<file path="src/rtl/sram_spi_pkg.sv">
package sram_spi_pkg;

  typedef enum logic [1:0] {
    CMD_WR_STATUS = 2'd0,
    CMD_WR_DATA   = 2'd1,
    CMD_RD_DATA   = 2'd2,
    CMD_RD_STATUS = 2'd3
  } cmd_e;

  typedef enum logic [2:0] {
    ST_IDLE,
    ST_SETUP,
    ST_SHIFT,
    ST_WAIT,
    ST_HOLD
  } state_e;

  function automatic logic [7:0] cmd_opcode(input cmd_e c);
    case (c)
      CMD_WR_STATUS: cmd_opcode = 8'h01;
      CMD_WR_DATA:   cmd_opcode = 8'h02;
      CMD_RD_DATA:   cmd_opcode = 8'h03;
      default:       cmd_opcode = 8'h05;
    endcase
  endfunction

  function automatic logic cmd_has_addr(input cmd_e c);
    cmd_has_addr = (c == CMD_WR_DATA) || (c == CMD_RD_DATA);
  endfunction

  function automatic logic cmd_is_read(input cmd_e c);
    cmd_is_read = (c == CMD_RD_DATA) || (c == CMD_RD_STATUS);
  endfunction

endpackage

</file>
<file path="src/rtl/sram_spi_tick.sv">
module sram_spi_tick #(
  parameter int HALF = 2
) (
  input  logic clk,
  input  logic rst,
  input  logic run,
  output logic tick
);
  localparam int CW = (HALF > 1) ? $clog2(HALF) : 1;

  logic [CW-1:0] cnt;

  assign tick = run && (cnt == CW'(HALF - 1));

  always_ff @(posedge clk) begin
    if (rst || !run || tick) cnt <= '0;
    else                     cnt <= cnt + CW'(1);
  end
endmodule

</file>
<file path="src/rtl/sram_spi_shifter.sv">
module sram_spi_shifter (
  input  logic       clk,
  input  logic       rst,
  input  logic       load,
  input  logic [7:0] load_val,
  input  logic       shift,
  input  logic       sample,
  input  logic       miso_i,
  output logic       mosi_o,
  output logic [7:0] rx_o
);
  logic [7:0] tx_q;

  always_ff @(posedge clk) begin
    if (rst) begin
      tx_q <= '0;
      rx_o <= '0;
    end else begin
      if (load)       tx_q <= load_val;
      else if (shift) tx_q <= {tx_q[6:0], 1'b0};
      if (sample)     rx_o <= {rx_o[6:0], miso_i};
    end
  end

  assign mosi_o = tx_q[7];
endmodule

</file>
<file path="src/rtl/spi_sram_master.sv">
module spi_sram_master
  import sram_spi_pkg::*;
#(
  parameter int CLK_DIV = 4,
  parameter int ADDR_W  = 17,
  parameter int LEN_W   = 16
) (
  input  logic              clk,
  input  logic              rst,
  input  logic              req_valid,
  output logic              req_ready,
  input  logic [1:0]        req_kind,
  input  logic [ADDR_W-1:0] req_addr,
  input  logic [LEN_W-1:0]  req_len,
  input  logic [7:0]        wr_data,
  input  logic              wr_valid,
  output logic              wr_ready,
  output logic [7:0]        rd_data,
  output logic              rd_valid,
  output logic              busy,
  output logic              done,
  output logic              spi_sck,
  output logic              spi_cs_n,
  output logic              spi_mosi,
  input  logic              spi_miso,
  output logic              spi_hold_n
);
  localparam int HALF  = (CLK_DIV < 2) ? 1 : CLK_DIV / 2;
  localparam int HDR_W = 24;

  state_e            state;
  cmd_e              kind;
  logic              tick, run;
  logic [2:0]        bitcnt;
  logic [HDR_W-1:0]  hdr_q;
  logic [1:0]        hdr_left;
  logic [LEN_W-1:0]  dleft;
  logic              cur_data, is_rd, hold_ph;
  logic              rise_ev, fall_ev, byte_end, accept;
  logic              sh_load, sh_shift;
  logic [7:0]        sh_val, rx_byte;

  assign kind     = cmd_e'(req_kind);
  assign run      = (state == ST_SETUP) || (state == ST_SHIFT) || (state == ST_HOLD);
  assign rise_ev  = (state == ST_SHIFT) && tick && !spi_sck;
  assign fall_ev  = (state == ST_SHIFT) && tick && spi_sck;
  assign byte_end = fall_ev && (bitcnt == 3'd7);
  assign accept   = req_valid && (state == ST_IDLE);

  assign req_ready  = (state == ST_IDLE);
  assign busy       = (state != ST_IDLE);
  assign spi_hold_n = 1'b1;
  assign wr_ready   = (state == ST_WAIT) ||
                      (byte_end && hdr_left == 2'd0 && dleft != '0 && !is_rd);

  always_comb begin
    sh_load = 1'b0;
    sh_val  = 8'hFF;
    if (accept) begin
      sh_load = 1'b1;
      sh_val  = cmd_opcode(kind);
    end else if (byte_end && hdr_left != 2'd0) begin
      sh_load = 1'b1;
      sh_val  = hdr_q[HDR_W-1 -: 8];
    end else if (byte_end && dleft != '0) begin
      sh_load = is_rd || wr_valid;
      sh_val  = is_rd ? 8'hFF : wr_data;
    end else if (state == ST_WAIT) begin
      sh_load = wr_valid;
      sh_val  = wr_data;
    end
  end

  assign sh_shift = fall_ev && (bitcnt != 3'd7);

  sram_spi_tick #(.HALF(HALF)) u_tick (
    .clk (clk),
    .rst (rst),
    .run (run),
    .tick(tick)
  );

  sram_spi_shifter u_shift (
    .clk     (clk),
    .rst     (rst),
    .load    (sh_load),
    .load_val(sh_val),
    .shift   (sh_shift),
    .sample  (rise_ev),
    .miso_i  (spi_miso),
    .mosi_o  (spi_mosi),
    .rx_o    (rx_byte)
  );

  always_ff @(posedge clk) begin
    if (rst) begin
      state    <= ST_IDLE;
      spi_sck  <= 1'b0;
      spi_cs_n <= 1'b1;
      done     <= 1'b0;
      rd_valid <= 1'b0;
      rd_data  <= '0;
      bitcnt   <= '0;
      hdr_q    <= '0;
      hdr_left <= '0;
      dleft    <= '0;
      cur_data <= 1'b0;
      is_rd    <= 1'b0;
      hold_ph  <= 1'b0;
    end else begin
      done     <= 1'b0;
      rd_valid <= 1'b0;
      case (state)
        ST_IDLE: if (req_valid) begin
          spi_cs_n <= 1'b0;
          state    <= ST_SETUP;
          hdr_q    <= {{(HDR_W-ADDR_W){1'b0}}, req_addr};
          hdr_left <= cmd_has_addr(kind) ? 2'd3 : 2'd0;
          dleft    <= cmd_has_addr(kind) ? req_len : LEN_W'(1);
          is_rd    <= cmd_is_read(kind);
          bitcnt   <= '0;
          cur_data <= 1'b0;
        end
        ST_SETUP: if (tick) state <= ST_SHIFT;
        ST_SHIFT: if (tick) begin
          spi_sck <= ~spi_sck;
          if (fall_ev) bitcnt <= bitcnt + 3'd1;
          if (byte_end) begin
            if (cur_data && is_rd) begin
              rd_valid <= 1'b1;
              rd_data  <= rx_byte;
            end
            if (hdr_left != 2'd0) begin
              hdr_q    <= {hdr_q[HDR_W-9:0], 8'h00};
              hdr_left <= hdr_left - 2'd1;
              cur_data <= 1'b0;
            end else if (dleft != '0) begin
              cur_data <= 1'b1;
              if (is_rd || wr_valid) dleft <= dleft - LEN_W'(1);
              else                   state <= ST_WAIT;
            end else begin
              state   <= ST_HOLD;
              hold_ph <= 1'b0;
            end
          end
        end
        ST_WAIT: if (wr_valid) begin
          dleft <= dleft - LEN_W'(1);
          state <= ST_SHIFT;
        end
        ST_HOLD: if (tick) begin
          if (hold_ph) begin
            spi_cs_n <= 1'b1;
            done     <= 1'b1;
            state    <= ST_IDLE;
          end else begin
            hold_ph <= 1'b1;
          end
        end
        default: state <= ST_IDLE;
      endcase
    end
  end
endmodule

</file>
<file path="config.mk">
export PLATFORM = sky130hd
export DESIGN_NAME = spi_sram_master
export DESIGN_NICKNAME = d
export VERILOG_FILES = /design/src/rtl/sram_spi_pkg.sv /design/src/rtl/sram_spi_tick.sv /design/src/rtl/sram_spi_shifter.sv /design/src/rtl/spi_sram_master.sv
export SDC_FILE = /design/constraint.sdc
export NUM_CORES = 1
export LEC_CHECK = 0
export BUFFER_PORTS_ARGS = -buffer_cell sky130_fd_sc_hd__buf_2
export CORE_AREA = 4 4 90 92
export DETAILED_ROUTE_END_ITERATION = 8
export DIE_AREA = 0 0 94 96
export PLACE_DENSITY = 0.78
export SYNTH_ARGS = -nofsm -noshare
export SYNTH_HDL_FRONTEND = slang
export SYNTH_SLANG_ARGS = --single-unit
</file>
<file path="constraint.sdc">
create_clock -name clk -period 2.43 [get_ports clk]
set_input_delay 0.3645 -clock clk [delete_from_list [all_inputs] [get_ports clk]]
set_output_delay 0.3645 -clock clk [all_outputs]
set_load 0.02 [all_outputs]
</file>
# Yosys cells after proc, flatten, opt, wreduce, memory -nomap -nowiden
# Index checks and enable logic that the tools add are counted.
dict set report totals {
  output_inout_bits 17
  regBits 80
  input_bits 48
  wordCells 160
}
dict set report classes {
  bitwise_logic 5
  n_reduce_logical 47
  muxes 64
  addsub 4
  eq_ne 24
}
# cell count
set ops {}
lappend ops {{two-way mux 16 bit} 8}
lappend ops {{two-way mux 24 bit} 4}
lappend ops {{two-way mux 8 bit} 7}
lappend ops {{one-hot mux 16 bit (3 select lines)} 1}
lappend ops {{one-hot mux 24 bit (2 select lines)} 1}
lappend ops {{two-way mux 3 bit} 13}
lappend ops {{inequality test 2 bit (second input constant)} 10}
lappend ops {{two-way mux 1 bit} 18}
lappend ops {{nonzero test 16 bit} 1}
lappend ops {{subtractor 16 x 1 -> 16 bit (second input constant)} 1}
lappend ops {{one-hot mux 3 bit (5 select lines)} 1}
lappend ops {{logical AND 1 bit} 13}
lappend ops {{AND reduction 4 bit} 3}
lappend ops {{two-way mux 2 bit} 5}
lappend ops {{AND reduction 5 bit} 2}
lappend ops {{nonzero test 2 bit} 5}
lappend ops {{one-hot mux 3 bit (3 select lines)} 1}
lappend ops {{AND reduction 9 bit} 1}
lappend ops {{logical OR 1 bit} 8}
lappend ops {{AND reduction 8 bit} 1}
lappend ops {{equality test 3 x 2 -> 1 bit (second input constant)} 2}
lappend ops {{equality test 3 bit (second input constant)} 2}
lappend ops {{inequality test 2 x 1 -> 1 bit (second input constant)} 3}
lappend ops {{inequality test 3 bit (second input constant)} 2}
lappend ops {{other kinds (19)} 31}

# Depth between registers and ports, before layout
# Gate-level depths: netlist of the first run.
dict set report depth {
  word_depth 12
  mapped_depth 10
  ltp_nobuf 8
}

# Hierarchy
# Synthesis of the first run repeated with hierarchy kept, for this count alone.
dict set report unflattened {
  hier_cells 504
  hier_area_um2 4088.9
}
# mod area_each_um2 seq_area_each_um2 cells_each instances
set modules_own_cells {}
lappend modules_own_cells {spi_sram_master 3395.8 1261.2 440 1}
lappend modules_own_cells {sram_spi_shifter 653.1 320.3 61 1}
lappend modules_own_cells {sram_spi_tick 40.0 20.0 3 1}

# Least setup slack after synthesis of the first run
# Ideal clock, no wire load.
dict set report synth_path {
  kind {register to register}
  from {reg state[2]}
  to {reg u_shift.tx_q[6]}
  path_buffers 3
  required_ns 2.316
  stages_incl_launch_ff 11
  setup_slack_ns 0.314
  arrival_time_ns 2.002
  setup_ns 0.114
  period_less_slack_ns 2.116
  path_cell_list {dfxtp_1 -> buf_2 -> or3_1 -> inv_1 -> nand2_1 -> and2_1 -> buf_2 -> o21ai_2 -> buf_6 -> nor3_1 -> a21o_1}
}
dict set report synth_between {
  word_cells_on_any_way 25
  classes_between {eq/ne: 4; mux: 9; reduce/logical: 12}
}
# element line_no
set synth_rtl {}
lappend synth_rtl {{from (decl)} spi_sram_master.sv:31} ;# state_e state;
lappend synth_rtl {{from (signal assigned)} spi_sram_master.sv:97} ;# state <= ST_IDLE;
lappend synth_rtl {{from (signal assigned)} spi_sram_master.sv:116} ;# state <= ST_SETUP;
lappend synth_rtl {{from (signal assigned)} spi_sram_master.sv:124} ;# ST_SETUP: if (tick) state <= ST_SHIFT;
lappend synth_rtl {{logical NOT 3 bit *} --}
lappend synth_rtl {{via req_ready} spi_sram_master.sv:11} ;# output logic req_ready,
lappend synth_rtl {{logical AND 1 bit *} spi_sram_master.sv:48} ;# assign accept = req_valid && (state == ST_IDLE);
lappend synth_rtl {{two-way mux 8 bit or two-way mux 1 bit (tied branches)} spi_sram_master.sv:59} ;# if (accept) begin
lappend synth_rtl {{two-way mux 8 bit or nonzero test 2 bit (tied branches)} --}
lappend synth_rtl {{to (signal assigned)} sram_spi_shifter.sv:19} ;# if (load) tx_q <= load_val;
lappend synth_rtl {{to (signal assigned)} sram_spi_shifter.sv:20} ;# else if (shift) tx_q <= {tx_q[6:0], 1'b0};
lappend synth_rtl {{to (decl)} sram_spi_shifter.sv:12} ;# logic [7:0] tx_q;
# The timed path passes the listed nets; every way through them passes the cells marked *.
# A chain may end at the register's enable or synchronous reset.

# Worst setup path after layout of the first run
dict set report layout_path {
  from {reg dleft[0]}
  to {out wr_ready}
}
dict set report layout_between {
  elab_chain_len 4
}
# element line_no
set layout_rtl {}
lappend layout_rtl {{from (decl)} spi_sram_master.sv:37} ;# logic [LEN_W-1:0] dleft;
lappend layout_rtl {{from (signal assigned)} spi_sram_master.sv:119} ;# dleft <= cmd_has_addr(kind) ? req_len : LEN_W'(1);
lappend layout_rtl {{from (signal assigned)} spi_sram_master.sv:139} ;# if (is_rd || wr_valid) dleft <= dleft - LEN_W'(1);
lappend layout_rtl {{from (signal assigned)} spi_sram_master.sv:148} ;# dleft <= dleft - LEN_W'(1);
lappend layout_rtl {{nonzero test 16 bit} spi_sram_master.sv:54} ;# (byte_end && hdr_left == 2'd0 && dleft != '0 && !is_rd);
lappend layout_rtl {{logical AND 1 bit (2 in a row)} spi_sram_master.sv:54}
lappend layout_rtl {{logical OR 1 bit} spi_sram_master.sv:53} ;# assign wr_ready = (state == ST_WAIT) ||
lappend layout_rtl {{to (decl)} spi_sram_master.sv:17} ;# output logic wr_ready,
# No other way between the ends.

==> impl_summary.txt, run 1 <==
----------------------------------------------------
[Outcome]
  Run status ... complete, no violations

[Global routing]
  Largest net degree at the start of global routing ... 39
  Number of global-route vias before repair ... 3521
  Number of antenna violations at the first check in global routing ... 0
  First-pass GRT wire length ... 15800 um
  Remaining global-route overflow ... 0
  Overall Global Routing Usage ... 0.217

[Finish]
  Antenna Diode Count ... 0
  Fraction of layout cells with a size suffix above 1 ... 0.217
  Layout Cell Area excl Fill ... 4700 sq um
  Layout filler cell count ... 611
  Fin nets ... 608
  Synth-to-Final Area Change ... 17.6%

[Synth]
  Post-synthesis async set-or-reset flop share ... 0
  Post-synth net total ... 550
  Distinct cells, synth ... 54
  Area share of the leading cell type in the synthesized netlist ... 0.401
  Cell types occupying the most area after synthesis ... sky130_fd_sc_hd__dfxtp_1 (40%), sky130_fd_sc_hd__a21oi_1 (6.9%), sky130_fd_sc_hd__nor2_1 (6.3%), sky130_fd_sc_hd__mux2i_1 (5.8%), sky130_fd_sc_hd__nand2_1 (4.7%)
  Sequential cell area fraction in the yosys report ... 0.401
  Synthesis warning total ... 0
  Netlist area before placement ... 3990 sq um
  Per-instance average area after synthesis ... 8.07 sq um
  Cells after synthesis ... 495
  Ys flop type ... sky130_fd_sc_hd__dfxtp_1
  Count of flip-flops with a built-in enable after synthesis ... 0
  Flops & latches, synth ... 80
  Post-synth top area cell ... sky130_fd_sc_hd__dfxtp_1

[Placed design]
  DP Area ... 4440 sq um
  Final estimated routing congestion in global placement ... 0.856
  Half-perimeter wire length after placement ... 6480 um
  Setup WS pre-CTS ... 0.192 ns
  PortBufs ... 63

[Power and ir drop]
  Relative contribution of combinational cells to total power ... 0.262
  Leakage power figure ... 2.06 nW
  Internal power consumption ... 0.00229 W
  Power per cell area ... 719 nW/um^2
  Net switching share of the total power ... 0.322
  Proportion of power drawn by flip-flops and latches ... 0.441
  Net load switching power ... 0.00109 W
  Maximum vdd ir drop ... 0.386 mV
  Clock share of power ... 0.297

[Timing]
  Relative slew slack ... 0.586
  Final worst-path setup slack ... 0.105 ns
  Share of the cycle needed by the critical path after routing ... 0.957
  Final worst path period need ... 2.33 ns
  Least-Margin Pin Slew ... 0.621 ns
  Maximum achievable frequency ... 430 MHz
  Final hold vios ... 0
  Number of setup violations in the final report ... 0
  Clock skew after layout ... 0.00723 ns
  Final number of max-transition violations ... 0

[Floorplan]
  FP Rows ... 31
  Vertical die dimension ... 96 um
  Core box area ... 7210 sq um
  Boundary Pins ... 65
  Die X-Extent ... 94 um
  Starting density of the core ... 0.554
  Die Footprint ... 9020 sq um

[Worst setup path]
  Element type at the critical path end ... output pin
  Most common cell on crit path ... sky130_fd_sc_hd__inv_1
  Worst stage delay on the critical path ... 0.35 ns
  Crit Path Category ... reg2out
  Highest net fanout along the worst path ... 5
  List of cells traversed by the critical path ... inv_1 > ha_1 > nor3b_4 > and4_4 > nand2_2 > a21oi_4 > inv_1 > buf_2
  Critical path's slowest cell ... sky130_fd_sc_hd__dfxtp_1
  Crit path DAT ... 1.96 ns
  Startpoint class of the critical path ... flip-flop
  Data required time of the worst path ... 2.07 ns

[Drt]
  Avg Vias per Cell ... 5.68
  WL final ... 9360 um
  DRC violation count after routing ... 0
  Wire length per cell ... 14.2 um
  Via total after detailed routing ... 3734
  Number of nets still failing antenna checks after routing ... 0
  1st-pass router iterations ... 4
  Number of DRC violations after detailed-routing iteration 0 ... 212

[Hold path]
  Type of the most critical hold path ... in2reg

[Job]
  Reported max-cap violation count ... 0

[Clocking]
  Clock latency reported for the late side of the worst-skew pair ... 0.35 ns
  Number of buffers created by CTS ... 9
  TritonCTS clock tree ... done
  Maximum number of buffers from clock root to sink ... 2
  Root buffer selected by CTS ... sky130_fd_sc_hd__clkbuf_8
  Sinks on Clock Net ... 80
  Clock transition at the register clock pins on the worst setup and hold paths after CTS ... 0.08 ns
  # H-tree levels ... 3

----------------------------------------------------
[placed cells by master (no fill, tap or decap), types with 11 or more instances in the layout]
master and count:
sky130_fd_sc_hd__o21ai_0 17, sky130_fd_sc_hd__inv_1 11, sky130_fd_sc_hd__nand2_1 49, sky130_fd_sc_hd__nor3_1 16, sky130_fd_sc_hd__buf_4 19, sky130_fd_sc_hd__a21oi_1 54, sky130_fd_sc_hd__nand3_1 16, sky130_fd_sc_hd__nor2_1 67
sky130_fd_sc_hd__mux2i_1 23, sky130_fd_sc_hd__buf_2 63, sky130_fd_sc_hd__dfxtp_1 80
[kinds of logic after synthesis]
logic type,after synthesis,synth area share
simple gates,207,0.259
compound gates,128,0.206
flops,80,0.401
buf+inv,48,0.0511
mux,23,0.0576
fa+ha+maj,7,0.0219
other cells,1,0.000939
xor+xnor,1,0.00219
[power groups by stage]
stage	clock, W	combinational [W]	sequential [W]
global route	0.00107	0.000986	0.00150
detailed placement	0	0.000823	0.00151
finish	0.00100	0.000885	0.00149
CTS	0.00102	0.000856	0.00149
floorplan	0	0.000591	0.00150
global placement	0	0.000801	0.00151
[critical path: cells and delay by family, from the launching register on]
family          cells  cell delay, ns
simple gates        3            0.59
buf+inv             3            0.29
compound gates      1            0.17
flops               1            0.35
fa+ha+maj           1            0.21
[stage by stage]
| stage | setup TNS (ns) | utilization | instances | hold WS (ns) | total power (W) |
|---|---|---|---|---|---|
| final | 0 | 0.651 | 657 | 0.264 | 0.00338 |
| after detailed placement | 0 | 0.615 | 639 | 0.445 | 0.00234 |
| after CTS | 0 | 0.647 | 657 | 0.257 | 0.00336 |
| after global placement | 0 | 0.615 | 639 | 0.441 | 0.00231 |
| after global routing | -0.0112 | 0.651 | 657 | 0.264 | 0.00356 |
| after floorplan | 0 | - | 495 | 0.432 | 0.00209 |
[flip-flops by register name, indices dropped and copies added, names as in the netlist]
| signal | flops |
|---|---|
| hdr_q | 24 |
| dleft | 16 |
| rd_data | 8 |
| u_shift.rx_o | 8 |
| u_shift.tx_q | 8 |
| bitcnt | 3 |
| state | 3 |
| hdr_left | 2 |
| cur_data | 1 |
| done | 1 |
| hold_ph | 1 |
| is_rd | 1 |
| rd_valid | 1 |
| spi_cs_n | 1 |
| spi_sck | 1 |
| u_tick.cnt | 1 |
[per-layer routing]
metal,GRT usage,vias to the layer above,part of all wire
met4,0.0818,0,0.021
met3,0.0313,18,0.039
met1,0.273,1742,0.45
li1,-,1876,-
met5,0,-,0
met2,0.376,98,0.49
[area by class of cell]
class                           instances  area, sq um  share of cell area
Clock buffer                           10          138              0.0293
Clock inverter                          6         67.6              0.0144
Inverter                               11         41.3             0.00879
Multi-Input combinational cell        367         2230               0.474
Sequential cell                        80         1600               0.341
Tap cell                               99          124              0.0264
Timing Repair Buffer                   84          498               0.106
[cells in the mapped netlist (2+ instances only)]
cell type,instances
sky130_fd_sc_hd__o31ai_1,2
sky130_fd_sc_hd__mux2i_1,23
sky130_fd_sc_hd__nor3_1,16
sky130_fd_sc_hd__nand2b_1,4
sky130_fd_sc_hd__a311oi_1,10
sky130_fd_sc_hd__o21ai_0,17
sky130_fd_sc_hd__and2_1,4
sky130_fd_sc_hd__or4_1,2
sky130_fd_sc_hd__buf_2,6
sky130_fd_sc_hd__nor2b_1,3
sky130_fd_sc_hd__nor4_1,3
sky130_fd_sc_hd__or2_0,10
sky130_fd_sc_hd__and4_1,2
sky130_fd_sc_hd__nand3_1,16
sky130_fd_sc_hd__dfxtp_1,80
sky130_fd_sc_hd__a21o_1,7
sky130_fd_sc_hd__a211oi_1,4
sky130_fd_sc_hd__o32ai_1,4
sky130_fd_sc_hd__a32oi_1,3
sky130_fd_sc_hd__inv_1,11
sky130_fd_sc_hd__a21oi_1,55
sky130_fd_sc_hd__ha_1,7
sky130_fd_sc_hd__nand2_1,50
sky130_fd_sc_hd__a22oi_1,4
sky130_fd_sc_hd__or3_1,9
sky130_fd_sc_hd__buf_1,2
sky130_fd_sc_hd__o211ai_1,4
sky130_fd_sc_hd__nand4_1,2
sky130_fd_sc_hd__o221a_2,5
sky130_fd_sc_hd__clkbuf_1,25
sky130_fd_sc_hd__and3_1,7
sky130_fd_sc_hd__buf_4,2
sky130_fd_sc_hd__a31oi_1,8
sky130_fd_sc_hd__nor2_1,67
sky130_fd_sc_hd__or2_2,2
[final timing paths]
path / endpoint / cells after the start / from / slack [ns]
min: hdr_q[3] / 3 / req_addr[3] / 0.26
min reg2reg: hdr_q[3] / 2 / hdr_q[3] / 0.45
max: wr_ready / 8 / dleft[0] / 0.10
max reg2reg: dleft[0] / 10 / dleft[0] / 0.13
[timing repair]
| action | in CTS | in global routing |
|---|---|---|
| pin swaps | 1 | 2 |
| resized for setup | 2 | 5 |
| buffers inserted | 2 | 0 |
| hold buffers | 0 | 0 |
| endpoints found under the setup margin | 1 | 3 |
(Power assumes the default switching activity.)
==> inputs of run 2 (changes only) <==
--- a/config.mk
+++ b/config.mk
@@ -7,7 +7,8 @@
 export LEC_CHECK = 0
+export ABC_AREA = 1
 export BUFFER_PORTS_ARGS = -buffer_cell sky130_fd_sc_hd__buf_2
-export CORE_AREA = 4 4 90 92
+export CORE_AREA = 4 4 95 97
 export DETAILED_ROUTE_END_ITERATION = 8
-export DIE_AREA = 0 0 94 96
-export PLACE_DENSITY = 0.78
+export DIE_AREA = 0 0 99 101
+export PLACE_DENSITY = 0.75
 export SYNTH_ARGS = -nofsm -noshare
==> constraint.sdc (replaced) <==
create_clock -name clk -period 2 [get_ports clk]
set_input_delay 0.4 -clock clk [delete_from_list [all_inputs] [get_ports clk]]
set_output_delay 0.4 -clock clk [all_outputs]
set_load 0.02 [all_outputs]
==> impl_summary.txt, run 2 <==
----------------------------------------------------
[Floorplan]
  Core box area ... 8130 sq um (+13%)
  Boundary Pins ... 65 (unchanged)
  Die X-Extent ... 99 um (+5.3%)
  Die Footprint ... 10000 sq um (+11%)
  FP Rows ... 33 (+6.5%)
  Starting density of the core ... 0.503 (-0.0501)
  Vertical die dimension ... 101 um (+5.2%)

[Timing]
  Number of setup violations in the final report ... 1 (+1)
  Worst Hold Slack ... 0.288 ns (+0.0242 ns)
  Final number of max-transition violations ... 0 (unchanged)
  Clock skew after layout ... 0.00825 ns (+0.00103 ns)
  Final hold vios ... 0 (unchanged)
  Share of the cycle needed by the critical path after routing ... 1.02
  Maximum achievable frequency ... 489 MHz
  Final worst path period need ... 2.05 ns
  RSZ-0062 raised after global routing ... true
  Final worst-path setup slack ... -0.0460 ns (-0.151 ns)

[Worst setup path]
  Startpoint class of the critical path ... flip-flop
  Slack of the worst reg-to-reg path ... 0.07 ns (-0.06 ns)
  Element type at the critical path end ... output pin
  Crit-path leading delay family ... simple AND/OR/NAND/NOR gates
  List of cells traversed by the critical path ... inv_1 > ha_2 > nand2_1 > nor2_2 > nand2_2 > nand3_2 > o21ai_2 > buf_6
  Critical path's slowest cell ... sky130_fd_sc_hd__dfxtp_2
  Endpoint of the worst register-to-register path ... u_shift.tx_q[1]
  Buffers & Inverters on Critical Path ... 2 (-1)
  Highest net fanout along the worst path ... 5 (unchanged)
  Logic depth of the worst path, buffers included ... 8 (unchanged)
  Worst stage delay on the critical path ... 0.33 ns (-0.02 ns)
  Crit Path Category ... reg2out
  Data required time of the worst path ... 1.60 ns (-0.47 ns)
  Worst setup path startpoint ... dleft[0]
  Reg2reg start ... bitcnt[0]
  Crit path DAT ... 1.65 ns (-0.31 ns)
  Worst reg2reg path depth ... 10 (unchanged)
  Worst setup endpoint ... wr_ready

[Drt]
  Avg Vias per Cell ... 5.27 (-7.2%)
  DRC violation count after routing ... 0 (unchanged)
  Wire length per cell ... 13.0 um (-8.6%)
  1st-pass router iterations ... 5 (+1)
  Number of DRC violations after detailed-routing iteration 0 ... 199 (-6.1%)
  Via total after detailed routing ... 4113 (+10%)
  WL final ... 10200 um (+8.6%)
  Number of nets still failing antenna checks after routing ... 0 (unchanged)

[Synth]
  Post-synth net total ... 652 (+19%)
  Per-instance average area after synthesis ... 6.86 sq um (-15%)
  Count of flip-flops with a built-in enable after synthesis ... 0 (unchanged)
  Area share of the leading cell type in the synthesized netlist ... 0.391 (-0.00992)
  Flops & latches, synth ... 80 (unchanged)
  Post-synth top area cell ... sky130_fd_sc_hd__dfxtp_1
  Distinct cells, synth ... 38 (-30%)
  Synthesis warning total ... 0 (unchanged)
  Most instantiated library cell after synthesis ... sky130_fd_sc_hd__nand2_1
  Cells after synthesis ... 597 (+21%)
  Sequential cell area fraction in the yosys report ... 0.391 (-0.00992)
  Post-synthesis async set-or-reset flop share ... 0 (unchanged)
  Synth top cells by count ... sky130_fd_sc_hd__nand2_1 (133), sky130_fd_sc_hd__nor2_1 (82), sky130_fd_sc_hd__dfxtp_1 (80), sky130_fd_sc_hd__a21oi_1 (54), sky130_fd_sc_hd__inv_1 (51)
  Cell types occupying the most area after synthesis ... sky130_fd_sc_hd__dfxtp_1 (39%), sky130_fd_sc_hd__nand2_1 (12%), sky130_fd_sc_hd__nor2_1 (7.5%), sky130_fd_sc_hd__a21oi_1 (6.6%), sky130_fd_sc_hd__o21ai_0 (6.1%)
  Ys flop type ... sky130_fd_sc_hd__dfxtp_1
  Netlist area before placement ... 4100 sq um (+2.5%)

[Global routing]
  Remaining global-route overflow ... 0 (unchanged)
  Number of global-route vias before repair ... 3978 (+13%)
  First-pass GRT wire length ... 17600 um (+11%)
  Overall Global Routing Usage ... 0.213 (-0.00417)
  Number of antenna violations at the first check in global routing ... 0 (unchanged)
  Largest net degree at the start of global routing ... 38 (-2.6%)

[Outcome]
  Failing checks ... negative setup slack
  Run status ... finished, violations left

[Job]
  Reported max-cap violation count ... 0 (unchanged)

[Finish]
  Synth-to-Final Area Change ... 19.0%
  Antenna Diode Count ... 0 (unchanged)
  Largest registers ... hdr_q (24), dleft (16)
  Fraction of layout cells with a size suffix above 1 ... 0.212 (-0.00499)
  Top register by number of flip-flops ... hdr_q
  Filler-free cell count of the finished design ... 780 (+19%)
  End-of-flow core utilization ... 0.599 (-0.0516)
  Fin nets ... 725 (+19%)
  Most frequent standard cell in the layout excluding fill and tap cells ... sky130_fd_sc_hd__nand2_1
  Number of flip-flops in the largest register ... 24 (unchanged)
  Layout filler cell count ... 741 (+21%)
  Most frequent cells in the layout ... sky130_fd_sc_hd__nand2_1 (131), sky130_fd_sc_hd__nor2_1 (79), sky130_fd_sc_hd__dfxtp_1 (74), sky130_fd_sc_hd__buf_2 (62), sky130_fd_sc_hd__a21oi_1 (54)

[Clocking]
  Clock transition at the register clock pins on the worst setup and hold paths after CTS ... 0.09 ns (about the same)
  Cts-stage hold buffer count ... 0 (unchanged)
  TritonCTS clock tree ... done
  Sinks on Clock Net ... 80 (unchanged)
  Clock latency reported for the late side of the worst-skew pair ... 0.36 ns (about the same)
  Maximum number of buffers from clock root to sink ... 2 (unchanged)
  Root buffer selected by CTS ... sky130_fd_sc_hd__clkbuf_8
  # H-tree levels ... 3 (unchanged)
  Number of buffers created by CTS ... 9 (unchanged)

[Placed design]
  Final estimated routing congestion in global placement ... 0.870 (+1.6%)
  Post-placement cell count ... 761 (+19%)
  Half-perimeter wire length after placement ... 7350 um (+14%)
  PortBufs ... 63 (unchanged)

[Hold path]
  Type of the most critical hold path ... in2reg

[Power and ir drop]
  Maximum vdd ir drop ... 0.602 mV (+56%)
  Leakage power figure ... 2.18 nW (+6.1%)
  Power consumption ... 0.00612 W (+81%)
  Power per cell area ... 1260 nW/um^2 (+75%)

----------------------------------------------------
## run 2: kinds of logic (layout without fill, tap and decap cells)
| kind of cell | Yosys count | count (layout) | share of synthesized area |
|---|---|---|---|
| AOI/OAI and AO/OA | 135 | 135 | 0.184 |
| xor gates and xnor gates | 10 | 10 | 0.0214 |
| adders and majority gates | 7 | 7 | 0.0214 |
| buffers and inverters | 82 | 160 | 0.0852 |
| DFF | 80 | 80 | 0.391 |
| other | 1 | 1 | 0.000916 |
| and+or+nand+nor | 282 | 282 | 0.296 |
## run 2: worst min path at each step
stage	from	to	slack, ns	cells past startpoint
after floorplan	bitcnt[0]	bitcnt[0]	0.43	1
after global routing	req_addr[14]	hdr_q[14]	0.29	3
after CTS	req_addr[14]	hdr_q[14]	0.29	3
after global placement	bitcnt[0]	bitcnt[0]	0.44	1
after detailed placement	hdr_q[3]	hdr_q[3]	0.46	2
final	req_addr[4]	hdr_q[4]	0.29	3
## run 2: layer usage
metal / global-route usage / part of all wire
met1: 0.260 / 0.44
met5: 0 / 0
met4: 0.0693 / 0.015
met3: 0.0471 / 0.058
met2: 0.370 / 0.49
## run 2: tightest hold or removal path: cells and delay by family
family / cells / cell delay [ns]
AOI/OAI and AO/OA: 1 / 0.05
buffers and inverters: 1 / 0.09
and+or+nand+nor: 1 / 0.06
## run 2: cell type report
type	count	area, sq um	area share
flip-flops and latches	80	1610	0.330
repair buffers	90	557	0.114
well taps	105	131	0.0270
inverters	54	206	0.0424
clock inverters	7	53.8	0.0110
multi-input cells	435	2190	0.450
clock buffers	9	124	0.0254
## run 2: what timing repair did
item / 4_1_cts / 5_1_grt
gates cloned: 0 / 0
setup buffers: 3 / 0
resized for setup: 17 / 10
endpoints found under the setup margin: 1 / 22
pin swaps: 4 / 1
## run 2: through the flow
stage / worst slack, ns / TNS (ns) / area, sq um
floorplan: 0.0483 / 0 / 4100
global placement: 0.135 / 0 / 4600
detailed placement: 0.0777 / 0 / 4600
CTS: -0.0251 / -0.0251 / 4850
global route: -0.133 / -0.180 / 4870
finish: -0.0460 / -0.0460 / 4870
## run 2: power breakdown
| group | switching [W] | total [W] | internal, W |
|---|---|---|---|
| logic | 0.00178 | 0.00283 | 0.00105 |
| clock network | 0.000646 | 0.00110 | 0.000459 |
| registers | 0.000253 | 0.00218 | 0.00193 |
